## src/rtl/wdog_pkg.sv

```systemverilog
package wdog_pkg;

    localparam int RUN_BIT = 7;
    localparam int EN_BIT  = 4;
    localparam int ACT_BIT = 3;

    typedef enum logic {
        ACT_NMI   = 1'b0,
        ACT_RESET = 1'b1
    } wdog_act_e;

    typedef struct packed {
        logic      started;
        logic      en;
        wdog_act_e act;
    } wdog_mode_t;

    // timeout exponent for a period code: one step per code, a double step on the last
    function automatic int exp_of(input int code, input int base_exp);
        return (code == 7) ? base_exp + 8 : base_exp + code;
    endfunction

    // prescaler bit whose rising edge advances the watchdog counter
    function automatic int tap_of(input int code, input int base_exp, input int cnt_w);
        return exp_of(code, base_exp) - cnt_w - 1;
    endfunction

endpackage

```

## src/rtl/wdog_prescaler.sv

```systemverilog
module wdog_prescaler #(
    parameter int PW = 11
) (
    input  logic          clk_i,
    input  logic          rst_i,
    input  logic          adv_i,
    output logic [PW-1:0] presc_o
);

    always_ff @(posedge clk_i) begin
        if (rst_i)
            presc_o <= '0;
        else if (adv_i)
            presc_o <= presc_o + PW'(1);
    end

    assert_freeze_R10: assert property (@(posedge clk_i) disable iff (rst_i)
        !adv_i |=> $stable(presc_o));

endmodule

```

## src/rtl/wdog_tick_sel.sv

```systemverilog
module wdog_tick_sel
    import wdog_pkg::*;
#(
    parameter int BASE_EXP = 11,
    parameter int CNT_W    = 8,
    parameter int PW       = BASE_EXP + 8 - CNT_W
) (
    input  logic [PW-1:0] presc_i,
    input  logic [2:0]    code_i,
    input  logic          adv_i,
    output logic          tick_o
);

    logic [7:0] hit;

    // hit[c]: the next prescaler step raises the tap bit for code c
    for (genvar c = 0; c < 8; c++) begin : g_tap
        localparam int T = tap_of(c, BASE_EXP, CNT_W);
        if (T == 0) begin : g_lsb
            assign hit[c] = ~presc_i[0];
        end else begin : g_upper
            assign hit[c] = ~presc_i[T] & (&presc_i[T-1:0]);
        end
    end

    assign tick_o = hit[code_i] & adv_i;

endmodule

```

## src/rtl/wdog_mode_reg.sv

```systemverilog
module wdog_mode_reg
    import wdog_pkg::*;
(
    input  logic       clk_i,
    input  logic       rst_i,
    input  logic       wr_en_i,
    input  logic [7:0] wr_data_i,
    output wdog_mode_t mode_o,
    output logic       restart_o,
    output logic [7:0] rd_data_o
);

    wdog_mode_t q;
    logic       run_wr;
    logic       en_eff;
    logic       unused_bits;

    assign unused_bits = ^{wr_data_i[6:5], wr_data_i[2:0]};

    always_comb begin
        run_wr    = wr_en_i && wr_data_i[RUN_BIT];
        en_eff    = q.started ? q.en : wr_data_i[EN_BIT];
        restart_o = run_wr && en_eff;
    end

    always_ff @(posedge clk_i) begin
        if (rst_i) begin
            q <= '0;
        end else if (wr_en_i && !q.started) begin
            q.en      <= wr_data_i[EN_BIT];
            q.act     <= wdog_act_e'(wr_data_i[ACT_BIT]);
            q.started <= run_wr && wr_data_i[EN_BIT];
        end
    end

    always_comb begin
        rd_data_o          = '0;
        rd_data_o[EN_BIT]  = q.en;
        rd_data_o[ACT_BIT] = q.act;
    end

    assign mode_o = q;

    assert_lock_R9: assert property (@(posedge clk_i) disable iff (rst_i)
        q.started |=> (q.started && $stable(q.en) && $stable(q.act)));

    assert_run_needs_en_R3: assert property (@(posedge clk_i) disable iff (rst_i)
        (wr_en_i && wr_data_i[RUN_BIT] && !wr_data_i[EN_BIT] && !q.started) |=> !q.started);

endmodule

```

## src/rtl/wdog_core.sv

```systemverilog
module wdog_core
    import wdog_pkg::*;
#(
    parameter int CNT_W = 8
) (
    input  logic      clk_i,
    input  logic      rst_i,
    input  logic      tick_i,
    input  logic      active_i,
    input  logic      restart_i,
    input  wdog_act_e act_i,
    output logic      rst_req_o,
    output logic      nmi_req_o
);

    localparam logic [CNT_W-1:0] CNT_MAX = '1;

    logic [CNT_W-1:0] cnt_q;

    always_ff @(posedge clk_i) begin
        if (rst_i) begin
            cnt_q     <= '0;
            rst_req_o <= 1'b0;
            nmi_req_o <= 1'b0;
        end else begin
            rst_req_o <= 1'b0;
            nmi_req_o <= 1'b0;
            if (restart_i) begin
                cnt_q <= '0;
            end else if (active_i && tick_i) begin
                if (cnt_q == CNT_MAX) begin
                    cnt_q <= '0;
                    if (act_i == ACT_RESET)
                        rst_req_o <= 1'b1;
                    else
                        nmi_req_o <= 1'b1;
                end else begin
                    cnt_q <= cnt_q + CNT_W'(1);
                end
            end
        end
    end

    assert_idle_quiet_R3: assert property (@(posedge clk_i) disable iff (rst_i)
        !active_i |=> !(rst_req_o || nmi_req_o));

    assert_restart_wins_R8: assert property (@(posedge clk_i) disable iff (rst_i)
        restart_i |=> !(rst_req_o || nmi_req_o));

    assert_single_pulse_R7: assert property (@(posedge clk_i) disable iff (rst_i)
        (rst_req_o || nmi_req_o) |=> !(rst_req_o || nmi_req_o));

    assert_route_R7: assert property (@(posedge clk_i) disable iff (rst_i)
        rst_req_o |-> (!nmi_req_o && act_i == ACT_RESET));

endmodule

```

## src/rtl/wdog_timer.sv

```systemverilog
module wdog_timer
    import wdog_pkg::*;
#(
    parameter int CNT_W    = 8,
    parameter int BASE_EXP = 11
) (
    input  logic       clk_i,
    input  logic       rst_i,
    input  logic       wr_en_i,
    input  logic [7:0] wr_data_i,
    input  logic [2:0] period_sel_i,
    input  logic       halt_i,
    input  logic       stop_i,
    input  logic       subclk_i,
    output logic [7:0] rd_data_o,
    output logic       rst_req_o,
    output logic       nmi_req_o
);

    localparam int PRE_W = BASE_EXP + 8 - CNT_W;

    logic             adv;
    logic [PRE_W-1:0] presc;
    logic             tick;
    logic             restart;
    wdog_mode_t       mode;
    logic             unused_halt;

    // halt deliberately takes no part in the freeze condition
    assign unused_halt = halt_i;
    assign adv         = !(stop_i || subclk_i);

    wdog_prescaler #(.PW(PRE_W)) u_presc (
        .clk_i   (clk_i),
        .rst_i   (rst_i),
        .adv_i   (adv),
        .presc_o (presc)
    );

    wdog_tick_sel #(.BASE_EXP(BASE_EXP), .CNT_W(CNT_W), .PW(PRE_W)) u_tick (
        .presc_i (presc),
        .code_i  (period_sel_i),
        .adv_i   (adv),
        .tick_o  (tick)
    );

    wdog_mode_reg u_mode (
        .clk_i     (clk_i),
        .rst_i     (rst_i),
        .wr_en_i   (wr_en_i),
        .wr_data_i (wr_data_i),
        .mode_o    (mode),
        .restart_o (restart),
        .rd_data_o (rd_data_o)
    );

    wdog_core #(.CNT_W(CNT_W)) u_core (
        .clk_i     (clk_i),
        .rst_i     (rst_i),
        .tick_i    (tick),
        .active_i  (mode.started && mode.en),
        .restart_i (restart),
        .act_i     (mode.act),
        .rst_req_o (rst_req_o),
        .nmi_req_o (nmi_req_o)
    );

    assert_halt_runs_R10: assert property (@(posedge clk_i) disable iff (rst_i)
        (halt_i && !stop_i && !subclk_i) |=> (presc == $past(presc) + PRE_W'(1)));

endmodule

```

## config.mk

```make
export PLATFORM = sky130hd
export DESIGN_NAME = wdog_timer
export DESIGN_NICKNAME = d
export VERILOG_FILES = /design/src/rtl/wdog_pkg.sv /design/src/rtl/wdog_prescaler.sv /design/src/rtl/wdog_tick_sel.sv /design/src/rtl/wdog_mode_reg.sv /design/src/rtl/wdog_core.sv /design/src/rtl/wdog_timer.sv
export SDC_FILE = /design/constraint.sdc
export NUM_CORES = 1
export LEC_CHECK = 0
export ABC_AREA = 1
export BUFFER_PORTS_ARGS = -buffer_cell sky130_fd_sc_hd__buf_2
export CAP_MARGIN = 15
export CORE_ASPECT_RATIO = 1.5
export CORE_MARGIN = 5
export CORE_UTILIZATION = 56
export CTS_BUF_LIST = sky130_fd_sc_hd__clkbuf_8
export DETAILED_ROUTE_END_ITERATION = 12
export PLACE_DENSITY = 0.89
export SLEW_MARGIN = 20
export SYNTH_ARGS = -nofsm -noshare
export SYNTH_HDL_FRONTEND = slang
export SYNTH_SLANG_ARGS = --single-unit
```

## constraint.sdc

```tcl
create_clock -name clk_i -period 2.1 [get_ports clk_i]
set_input_delay 0 -clock clk_i [delete_from_list [all_inputs] [get_ports clk_i]]
set_output_delay 0 -clock clk_i [all_outputs]
set_load 0.01 [all_outputs]
```

==> flow_summary.ini <==
[cells_and_area]
utilization = 0.634
final_nets = 245
layout_area_overhead_pct = 9.92
post_route_cells_drive_above_1_share = 0.145
antenna-diode-count = 0

[die]
fp.dieW_um = 51.0
initial_core_util = 0.577
core_area_um2 = 2450
rows = 22
design.die.area_um2 = 3650
height_of_the_chip_um = 71.5
pin_count = 27

[power_and_ir_drop]
sw_frac_of_total = 0.223
total_leakage_power_nw = 0.735
ir_drop_mv = 0.530
fin_total_pwr_mw = 0.965
power-per-cell-area_nw_per_um2 = 621
power_frac_comb = 0.086
clkPwrFrac = 0.422
cellInternalPower_mw = 0.750
netSwitchingPower_mw = 0.215
share_seq_of_total_power = 0.493

[routing]
routed-via-count = 1272
wl_per_cell_um = 11.5
drt-pass1-iter-count = 4
vias_per_cell = 5.21
post-route-drc-count = 0
wirelength_mm = 2.81
drt_iter0_drc = 36
detail-route-antenna-nets = 0

[timing]
finClkSkew_ns = 0.00311
fin_crit_sh = 0.898
finalSetupViolations = 0
grt_setup_unrepaired = false
timing.setup.tns_ns = 0
finalHoldViolations = 0
number_of_max_slew_violations_in_the_final_report = 0
maxClockFrequency_mhz = 530
worst_hold_margin_ns = 0.0219
post-route-min-period_ns = 1.89

[clocking]
clock_tree.root_cell = sky130_fd_sc_hd__clkbuf_8
cts-root-to-sink-buffers = 2
cts_tree = done
cts_num_sinks = 24
post-cts-setup-buffer-count = 0
cts.clk_slew.worst_paths_ns = 0.09
numCtsBuffers = 3
worst_skew_late_latency_ns = 0.27
clock_tree.htree_level_count = 1

[logic_synthesis]
yosys-mux-area-fraction = 0
yosys.area.top_type_share = 0.340
netlist_top_cells_count = 40 x sky130_fd_sc_hd__nand2_1, 31 x sky130_fd_sc_hd__inv_1, 24 x sky130_fd_sc_hd__dfxtp_1, 21 x sky130_fd_sc_hd__nand3_1
ys_seq_area_frac = 0.340
synth.top_cells.by_area = sky130_fd_sc_hd__dfxtp_1 34%, sky130_fd_sc_hd__nand2_1 11%, sky130_fd_sc_hd__inv_1 8.2%, sky130_fd_sc_hd__nand3_1 7.4%, sky130_fd_sc_hd__a21oi_1 6.4%
synth_area_per_inst_um2 = 6.89
synthSimpleGateAreaFrac = 0.296
synth_cell_type_count = 26
synthesized_area_fraction_occupied_by_ao_oa_aoi_and_oai_cells = 0.132
synth_top_family_by_area = simple AND/OR/NAND/NOR gates
synth-main-ff-cell = sky130_fd_sc_hd__dfxtp_1
synthAdderAreaFrac = 0.0620
synth_enable_flop_cells = 0
synth_xor_area_frac = 0.0186
asyncSetResetFlopFracSynth = 0
ys_warns = 0
syn-cell-area_um2 = 1410
synth_largest_area_cell = sky130_fd_sc_hd__dfxtp_1
ys_ff_latch = 24
post-synth-top-count-cell = sky130_fd_sc_hd__nand2_1
syn_inst = 205

[worst_setup_path]
critPathKind = register to register
data_required_time_at_the_worst_endpoint_ns = 2.26
path_max_fanout = 13
timing.critical_path.arrival_ns = 2.05
regToRegStartpoint = u_presc.presc_o[0]$_SDFFE_PP0N_
critical_path.startpoint = u_presc.presc_o[0]$_SDFFE_PP0N_
kind_of_end_point_of_the_critical_path = register
setup.worst_path.start_class = register
r2r_cells = 14

[placed_design]
detailedPlacementHpwl_mm = 2.21
buffer_ports.inserted = 14
globalplace.congestion = 0.828

[grt]
grt_start_max_net_pins = 15
grt_pass1_wl_mm = 4.74
grt.total_usage = 0.168
vias_in_the_first_global_route = 1203
grt-ovfl-total = 0
antenna_found_initial = 0

[job]
drv_cap = 0

[worst_hold_path]
worst_hold_path.num_cells = 3
hold_class = input pin to register
hold_start = wr_data_i[3]

[outcome]
run_status = completed
-- power groups by stage --
stage	Clock, mW	Sequential (mW)	Combinational [mW]
floorplan	0	0.484	0.0660
global placement	0	0.485	0.0765
detailed placement	0	0.486	0.0792
CTS	0.409	0.475	0.0812
global route	0.425	0.477	0.0937
finish	0.407	0.475	0.0825
-- per-layer routing --
| metal | vias up | share of wire | track usage |
|---|---|---|---|
| li1 | 670 | - | - |
| met1 | 574 | 0.39 | 0.166 |
| met2 | 20 | 0.57 | 0.320 |
| met3 | 8 | 0.015 | 0.0249 |
| met4 | 0 | 0.030 | 0.0958 |
| met5 | - | 0 | 0 |
-- final timing paths --
path                                         to  slack, ns
setup reg to reg   u_core.cnt_q[0]$_SDFFE_PP0P_       0.21
hold reg to reg     u_core.nmi_req_o$_SDFF_PP0_       0.45
hold / removal    u_mode.mode_o[0]$_SDFFE_PP0P_       0.02
setup / recovery   u_core.cnt_q[0]$_SDFFE_PP0P_       0.21
-- metrics by stage --
stage          cell area [um^2]  cells  setup WS [ns]
2_1_floorplan              1430    210          0.417
3_3_place_gp               1460    239          0.234
3_5_place_dp               1460    239          0.164
4_1_cts                    1550    244          0.146
5_1_grt                    1550    244         0.0321
6_report                   1550    244          0.215
-- cell type report --
type,instances,area [um^2]
multi-input cells,142,748
flip-flops and latches,24,480
clock inverters,1,30.0
repair buffers,18,103
inverters,32,120
clock buffers,3,41.3
fillers,218,897
well taps,24,30.0
-- placed cells by master, fill, tap and decap left out, types with 2 or more instances in the layout --
| cell | netlist | routed |
|---|---|---|
| sky130_fd_sc_hd__a21oi_1 | 18 | 18 |
| sky130_fd_sc_hd__buf_2 | 0 | 14 |
| sky130_fd_sc_hd__buf_4 | 8 | 3 |
| sky130_fd_sc_hd__clkbuf_8 | 0 | 3 |
| sky130_fd_sc_hd__conb_1 | 1 | 6 |
| sky130_fd_sc_hd__dfxtp_1 | 24 | 24 |
| sky130_fd_sc_hd__ha_1 | 7 | 7 |
| sky130_fd_sc_hd__inv_1 | 31 | 31 |
| sky130_fd_sc_hd__nand2_1 | 40 | 39 |
| sky130_fd_sc_hd__nand2_2 | 2 | 2 |
| sky130_fd_sc_hd__nand3_1 | 21 | 21 |
| sky130_fd_sc_hd__nand3_2 | 2 | 2 |
| sky130_fd_sc_hd__nand4_1 | 4 | 4 |
| sky130_fd_sc_hd__nor2_1 | 18 | 18 |
| sky130_fd_sc_hd__nor2_2 | 2 | 2 |
| sky130_fd_sc_hd__o21ai_0 | 12 | 12 |
| sky130_fd_sc_hd__xor2_1 | 2 | 2 |
-- logic make-up after synthesis --
family                     count (synthesis)
other                                      1
adders and majority gates                  7
buffers and inverters                     44
xor gates and xnor gates                   3
DFF                                       24
and+or+nand+nor                           92
AOI/OAI and AO/OA                         34
-- flip-flops by register name (all words and copies together), names as in the netlist --
name and flops:
u_presc.presc_o 11, u_core.nmi_req_o 1, u_core.cnt_q 8, u_core.rst_req_o 1, u_mode.mode_o 3
-- what timing repair did --
item	in CTS	in global routing
gates resized for setup	0	2
hold buffers	1	0
endpoints found under the hold margin	2	0
endpoints found under the setup margin	0	5
-- critical path: stages, from the launching register on --
cell	delay [ns]
sky130_fd_sc_hd__dfxtp_1	0.33
sky130_fd_sc_hd__ha_1	0.24
sky130_fd_sc_hd__nand3_2	0.10
sky130_fd_sc_hd__inv_1	0.08
sky130_fd_sc_hd__nand2_1	0.06
sky130_fd_sc_hd__inv_1	0.05
sky130_fd_sc_hd__ha_1	0.17
sky130_fd_sc_hd__a21oi_1	0.16
sky130_fd_sc_hd__nand2_1	0.08
sky130_fd_sc_hd__nand2_1	0.10
sky130_fd_sc_hd__nand2_4	0.11
sky130_fd_sc_hd__nand2_2	0.14
sky130_fd_sc_hd__nand2_1	0.07
sky130_fd_sc_hd__nand2_1	0.06
sky130_fd_sc_hd__nor2_1	0.04
(Power assumes the default switching activity.)
